[config.mk]
export PLATFORM = sky130hd
export DESIGN_NAME = fft8_scaled
export DESIGN_NICKNAME = d
export VERILOG_FILES = /design/src/rtl/fft8_scaled.sv
export SDC_FILE = /design/constraint.sdc
export NUM_CORES = 2
export LEC_CHECK = 0
export BUFFER_PORTS_ARGS = -buffer_cell sky130_fd_sc_hd__buf_2
export CAP_MARGIN = 30
export CORE_MARGIN = 2
export CORE_UTILIZATION = 60
export DETAILED_ROUTE_END_ITERATION = 7
export PLACE_DENSITY = 0.79
export SYNTH_ARGS = -nofsm -noshare
export SYNTH_HDL_FRONTEND = slang
export SYNTH_SLANG_ARGS = --single-unit
[constraint.sdc]
create_clock -name clk -period 9.9 [get_ports clk]
set_input_delay 0.495 -clock clk [delete_from_list [all_inputs] [get_ports clk]]
set_output_delay 0.495 -clock clk [all_outputs]
set_load 0.05 [all_outputs]
[src/rtl/fft8_scaled.sv]
module fft8_scaled (
  input  logic        clk,
  input  logic        rst_n,
  input  logic        start,
  input  logic        in_valid,
  input  logic [15:0] in_data,
  output logic        busy,
  output logic        out_valid,
  output logic [15:0] out_data,
  output logic        done
);

  typedef enum logic [2:0] {S_IDLE, S_LOAD, S_FUSE0, S_FUSE1, S_FINAL, S_OUT, S_DONE} state_t;

  localparam logic signed [18:0] TWID = 19'sd23170;

  state_t      state;
  logic [3:0]  cnt;
  logic [15:0] re [8];
  logic [15:0] im [8];

  function automatic logic [2:0] rev3(input logic [2:0] v);
    return {v[0], v[1], v[2]};
  endfunction

  function automatic logic signed [18:0] sx(input logic [15:0] v);
    return {{3{v[15]}}, v};
  endfunction

  function automatic logic signed [18:0] twmul(input logic signed [18:0] s);
    logic signed [37:0] p;
    p = 38'(s) * 38'(TWID);
    return 19'(p >>> 15);
  endfunction

  assign busy      = (state != S_IDLE);
  assign out_valid = (state == S_OUT);
  assign done      = (state == S_DONE);
  assign out_data  = cnt[0] ? im[cnt[3:1]] : re[cnt[3:1]];

  // Fused first and second stages on one four-point group
  logic [2:0] gb;
  assign gb = (state == S_FUSE1) ? 3'd4 : 3'd0;

  logic signed [18:0] sar, sai, dar, dai, scr, sci, dcr, dci;
  logic [15:0] fr [4];
  logic [15:0] fi [4];

  always_comb begin
    sar = sx(re[gb])      + sx(re[gb + 3'd1]);
    sai = sx(im[gb])      + sx(im[gb + 3'd1]);
    dar = sx(re[gb])      - sx(re[gb + 3'd1]);
    dai = sx(im[gb])      - sx(im[gb + 3'd1]);
    scr = sx(re[gb + 3'd2]) + sx(re[gb + 3'd3]);
    sci = sx(im[gb + 3'd2]) + sx(im[gb + 3'd3]);
    dcr = sx(re[gb + 3'd2]) - sx(re[gb + 3'd3]);
    dci = sx(im[gb + 3'd2]) - sx(im[gb + 3'd3]);
    fr[0] = 16'((sar + scr) >>> 2);
    fi[0] = 16'((sai + sci) >>> 2);
    fr[1] = 16'((dar + dci) >>> 2);
    fi[1] = 16'((dai - dcr) >>> 2);
    fr[2] = 16'((sar - scr) >>> 2);
    fi[2] = 16'((sai - sci) >>> 2);
    fr[3] = 16'((dar - dci) >>> 2);
    fi[3] = 16'((dai + dcr) >>> 2);
  end

  // Final stage: four butterflies with twiddles W^0..W^3
  logic [15:0] npr [4];
  logic [15:0] npi [4];
  logic [15:0] nqr [4];
  logic [15:0] nqi [4];

  for (genvar k = 0; k < 4; k++) begin : g_bfly
    logic signed [18:0] pr, pi, qr, qi, tr, ti;
    assign pr = sx(re[k]);
    assign pi = sx(im[k]);
    assign qr = sx(re[k+4]);
    assign qi = sx(im[k+4]);
    if (k == 0) begin : g_w0
      assign tr = qr;
      assign ti = qi;
    end else if (k == 1) begin : g_w1
      assign tr = twmul(qr + qi);
      assign ti = twmul(qi - qr);
    end else if (k == 2) begin : g_w2
      assign tr = qi;
      assign ti = -qr;
    end else begin : g_w3
      assign tr = twmul(qi - qr);
      assign ti = -twmul(qr + qi);
    end
    assign npr[k] = 16'((pr + tr) >>> 1);
    assign npi[k] = 16'((pi + ti) >>> 1);
    assign nqr[k] = 16'((pr - tr) >>> 1);
    assign nqi[k] = 16'((pi - ti) >>> 1);
  end

  always_ff @(posedge clk) begin
    if (!rst_n) begin
      state <= S_IDLE;
      cnt   <= '0;
      for (int k = 0; k < 8; k++) begin
        re[k] <= '0;
        im[k] <= '0;
      end
    end else begin
      case (state)
        S_IDLE: if (start) begin
          state <= S_LOAD;
          cnt   <= '0;
        end
        S_LOAD: if (in_valid) begin
          re[rev3(cnt[2:0])] <= in_data;
          im[rev3(cnt[2:0])] <= '0;
          cnt <= cnt + 4'd1;
          if (cnt[2:0] == 3'd7) state <= S_FUSE0;
        end
        S_FUSE0, S_FUSE1: begin
          for (int k = 0; k < 4; k++) begin
            re[gb + 3'(k)] <= fr[k];
            im[gb + 3'(k)] <= fi[k];
          end
          state <= (state == S_FUSE0) ? S_FUSE1 : S_FINAL;
        end
        S_FINAL: begin
          for (int k = 0; k < 4; k++) begin
            re[k]   <= npr[k];
            im[k]   <= npi[k];
            re[k+4] <= nqr[k];
            im[k+4] <= nqi[k];
          end
          cnt   <= '0;
          state <= S_OUT;
        end
        S_OUT: begin
          cnt <= cnt + 4'd1;
          if (cnt == 4'd15) state <= S_DONE;
        end
        default: state <= S_IDLE;
      endcase
    end
  end

  assert_reset_quiet_R1: assert property (@(posedge clk)
    !rst_n |=> (!busy && !out_valid && !done));

  assert_busy_needs_start_R2: assert property (@(posedge clk) disable iff (!rst_n)
    $rose(busy) |-> $past(start));

  assert_load_waits_R2: assert property (@(posedge clk) disable iff (!rst_n)
    (state == S_LOAD && !in_valid) |=> (state == S_LOAD && $stable(cnt)));

  assert_outvalid_in_busy_R7: assert property (@(posedge clk) disable iff (!rst_n)
    out_valid |-> busy);

  assert_done_single_R8: assert property (@(posedge clk) disable iff (!rst_n)
    done |=> (!done && !busy));

  assert_done_follows_stream_R8: assert property (@(posedge clk) disable iff (!rst_n)
    $fell(out_valid) |-> done);

  assert_start_ignored_R9: assert property (@(posedge clk) disable iff (!rst_n)
    (out_valid && start && cnt != 4'd15) |=> out_valid);

endmodule

==> impl_metrics.yaml <==
run_status:
  status: "finished clean"
setup_path:
  cp.required_ps: 10220
  crit_type: "flop to flop"
  r2r_cells: 40
  timing.rr.start: "im[5][2]"
  critPathMaxStageDelay_ps: 560
  cpMostUsedCell: "ha_1"
  endpoint_kind: "flop"
  slowest_stage: "or4_4"
  cp_max_fo: 6
  r2r_end: "re[5][14]"
  cp.arrival_ps: 9970
  reg2reg_slack_ps: 250
  cp-start-kind: "flop"
  crit_start: "im[5][2]"
hold_path:
  hp-class: "primary input to flop"
  min_from: "start"
  hold_path_depth: 2
  whs_endpoint: "state[0]"
logic_synthesis:
  postSynth.topFlopCell: "edfxtp_1"
  synth_cell_types: 111
  synth.most_common_cell: "ha_1"
  ys_seq_elements: 266
  ys_top_cells_by_count: "ha_1 (1,061), inv_1 (1,055), nand2_1 (443)"
  avgSynthCellArea_um2: 8.62
  async_flop_share: 0
  ys_warn_count: 0
  yosys.area.top_type_share: 0.247
  syn-num-nets: 7590
  synthCells: 6233
  synth_top_area_cell: "ha_1"
  synth.top_cells.by_area: "ha_1 (25%), edfxtp_1 (14%), fa_1 (10%)"
  synth_edf_count: 256
  synth_area_um2: 53700
  ys_seq_area_frac: 0.147
timing:
  skew_ps: 22.5
  final_hold_viol_count: 0
  min_period_ps: 9650
  grt_setup_unrepaired: "yes"
  worst_pin_slew_ps: 1080
  relSlewSlack: 0.277
  layout_worst_path_cycle_share: 0.975
  max_freq_ghz: 0.104
  drv_slew: 0
  setup_violations: 0
clock_tree:
  path_clk_slew_ps: 60
  cts.sinks: 266
  cts_root_buf: "clkbuf_16"
  clk_latency_ps: 590
  cts_max_path_buffers: 3
  numCtsBuffers: 38
  htreeDepth: 2
  cts_tree: "yes"
  hold_buffers: 0
placement:
  place_hpwl_mm: 145
  portBuffers: 38
  gp_congestion: 1.04
  dp_cells: 7449
floorplanning:
  io_pins: 39
  rows: 109
  die_w_um: 303
  die_h_um: 303
  initial_core_util: 0.607
  core_area_um2: 88500
  dieArea_um2: 91900
route:
  vias: 47200
  drc: 0
  wl_mm: 180
  drtIter0Drc: 5483
  drt_pass1_iterations: 6
  routedWlPerCell_um: 23.8
  antenna_left: 0
  vias_per_cell: 6.26
finish:
  final_cells: 7543
  drive_gt1_frac: 0.105
  area_delta_synth_final_pct: 8.95
  fin_nets: 7704
global_routing:
  grt_usage: 0.385
  grt_pass1_vias: 45300
  grt_start_max_net_pins: 152
  gr-total-overflow: 0
  antenna_found_initial: 3
  grt_pass1_wl_mm: 267
run:
  max_cap_violations: 0
[final cells by class]
| type | count | area, um^2 |
|---|---|---|
| flip-flops and latches | 266 | 7900 |
| clock inverters | 17 | 111 |
| inverters | 1055 | 3960 |
| repair buffers | 292 | 2140 |
| diodes | 2 | 5.00 |
| clock buffers | 52 | 1030 |
| well taps | 1165 | 1460 |
| multi-input cells | 4694 | 41900 |
| fillers | 7152 | 30000 |
[layer usage]
metal  share of wire  track usage
met3            0.12       0.0939
met4           0.079        0.248
met5        0.000084            0
met1            0.39        0.504
met2            0.42        0.569
[layout by cell type (no fill, tap or decap), types with 39 or more instances in the layout]
cell	count
a21o_1	80
a21oi_1	357
buf_4	250
clkbuf_16	39
edfxtp_1	256
fa_1	274
ha_1	1042
inv_1	1051
mux4_2	80
nand2_1	437
nand2b_1	60
nand3_1	66
nor2_1	330
nor2b_1	77
nor3_1	87
o21a_1	43
o21ai_0	245
o21bai_1	110
o221ai_1	45
o22ai_1	153
xnor2_1	422
xor2_1	123
[worst max-delay path: cells and delay by family (launching register included)]
family,cells,cell delay (ps)
AO/OA/AOI/OAI,16,3070
XOR/XNOR,3,460
adder cells (fa/ha/maj),9,3570
buffers and inverters,5,400
flip-flops,1,400
AND/OR/NAND/NOR,7,1490
[per-stage QoR]
stage | util | TNS (ps) | worst slack (ps) | hold slack [ps] | instance area (um^2)
after detailed placement | 0.637 | -1290 | -418 | 678 | 56300
after global placement | 0.637 | -70.1 | -35.4 | 646 | 56300
after floorplan | - | 0 | 243 | 577 | 53700
after global routing | 0.661 | -796 | -162 | 231 | 58500
after CTS | 0.650 | 0 | 2.15 | 213 | 57500
final | 0.661 | 0 | 252 | 224 | 58500
[worst max-delay path by stage]
| stage | endpoint | slack, ps | depth (start not counted) |
|---|---|---|---|
| after floorplan | im[3][15] | 240 | 41 |
| after global placement | im[3][15] | -40 | 41 |
| after detailed placement | re[5][14] | -420 | 41 |
| after CTS | im[7][15] | 2 | 39 |
| after global routing | im[7][14] | -160 | 44 |
| final | re[5][14] | 250 | 40 |
[logic make-up after synthesis]
kind of cell,Yosys count,share of synthesized area
AO/OA/AOI/OAI,1394,0.169
buffers and inverters,1273,0.0898
XOR/XNOR,565,0.0924
flip-flops,266,0.147
AND/OR/NAND/NOR,1285,0.112
multiplexers,113,0.0399
adder cells (fa/ha/maj),1337,0.350
[state kept, by name, summed over array words and instances (netlist names), named ones only]
| name | cells |
|---|---|
| re | 128 |
| cnt | 4 |
| im | 128 |
| state | 3 |
[timing repair]
item                                    CTS  global route
setup buffers                             0            23
gates cloned                              0             0
gates resized for setup                  14           183
endpoints found under the setup margin   10            49
pin swaps                                 0            56
Power is left out: the tool's default activity adds up to more than one toggle a clock period on the data nets, which glitch-free logic cannot reach.
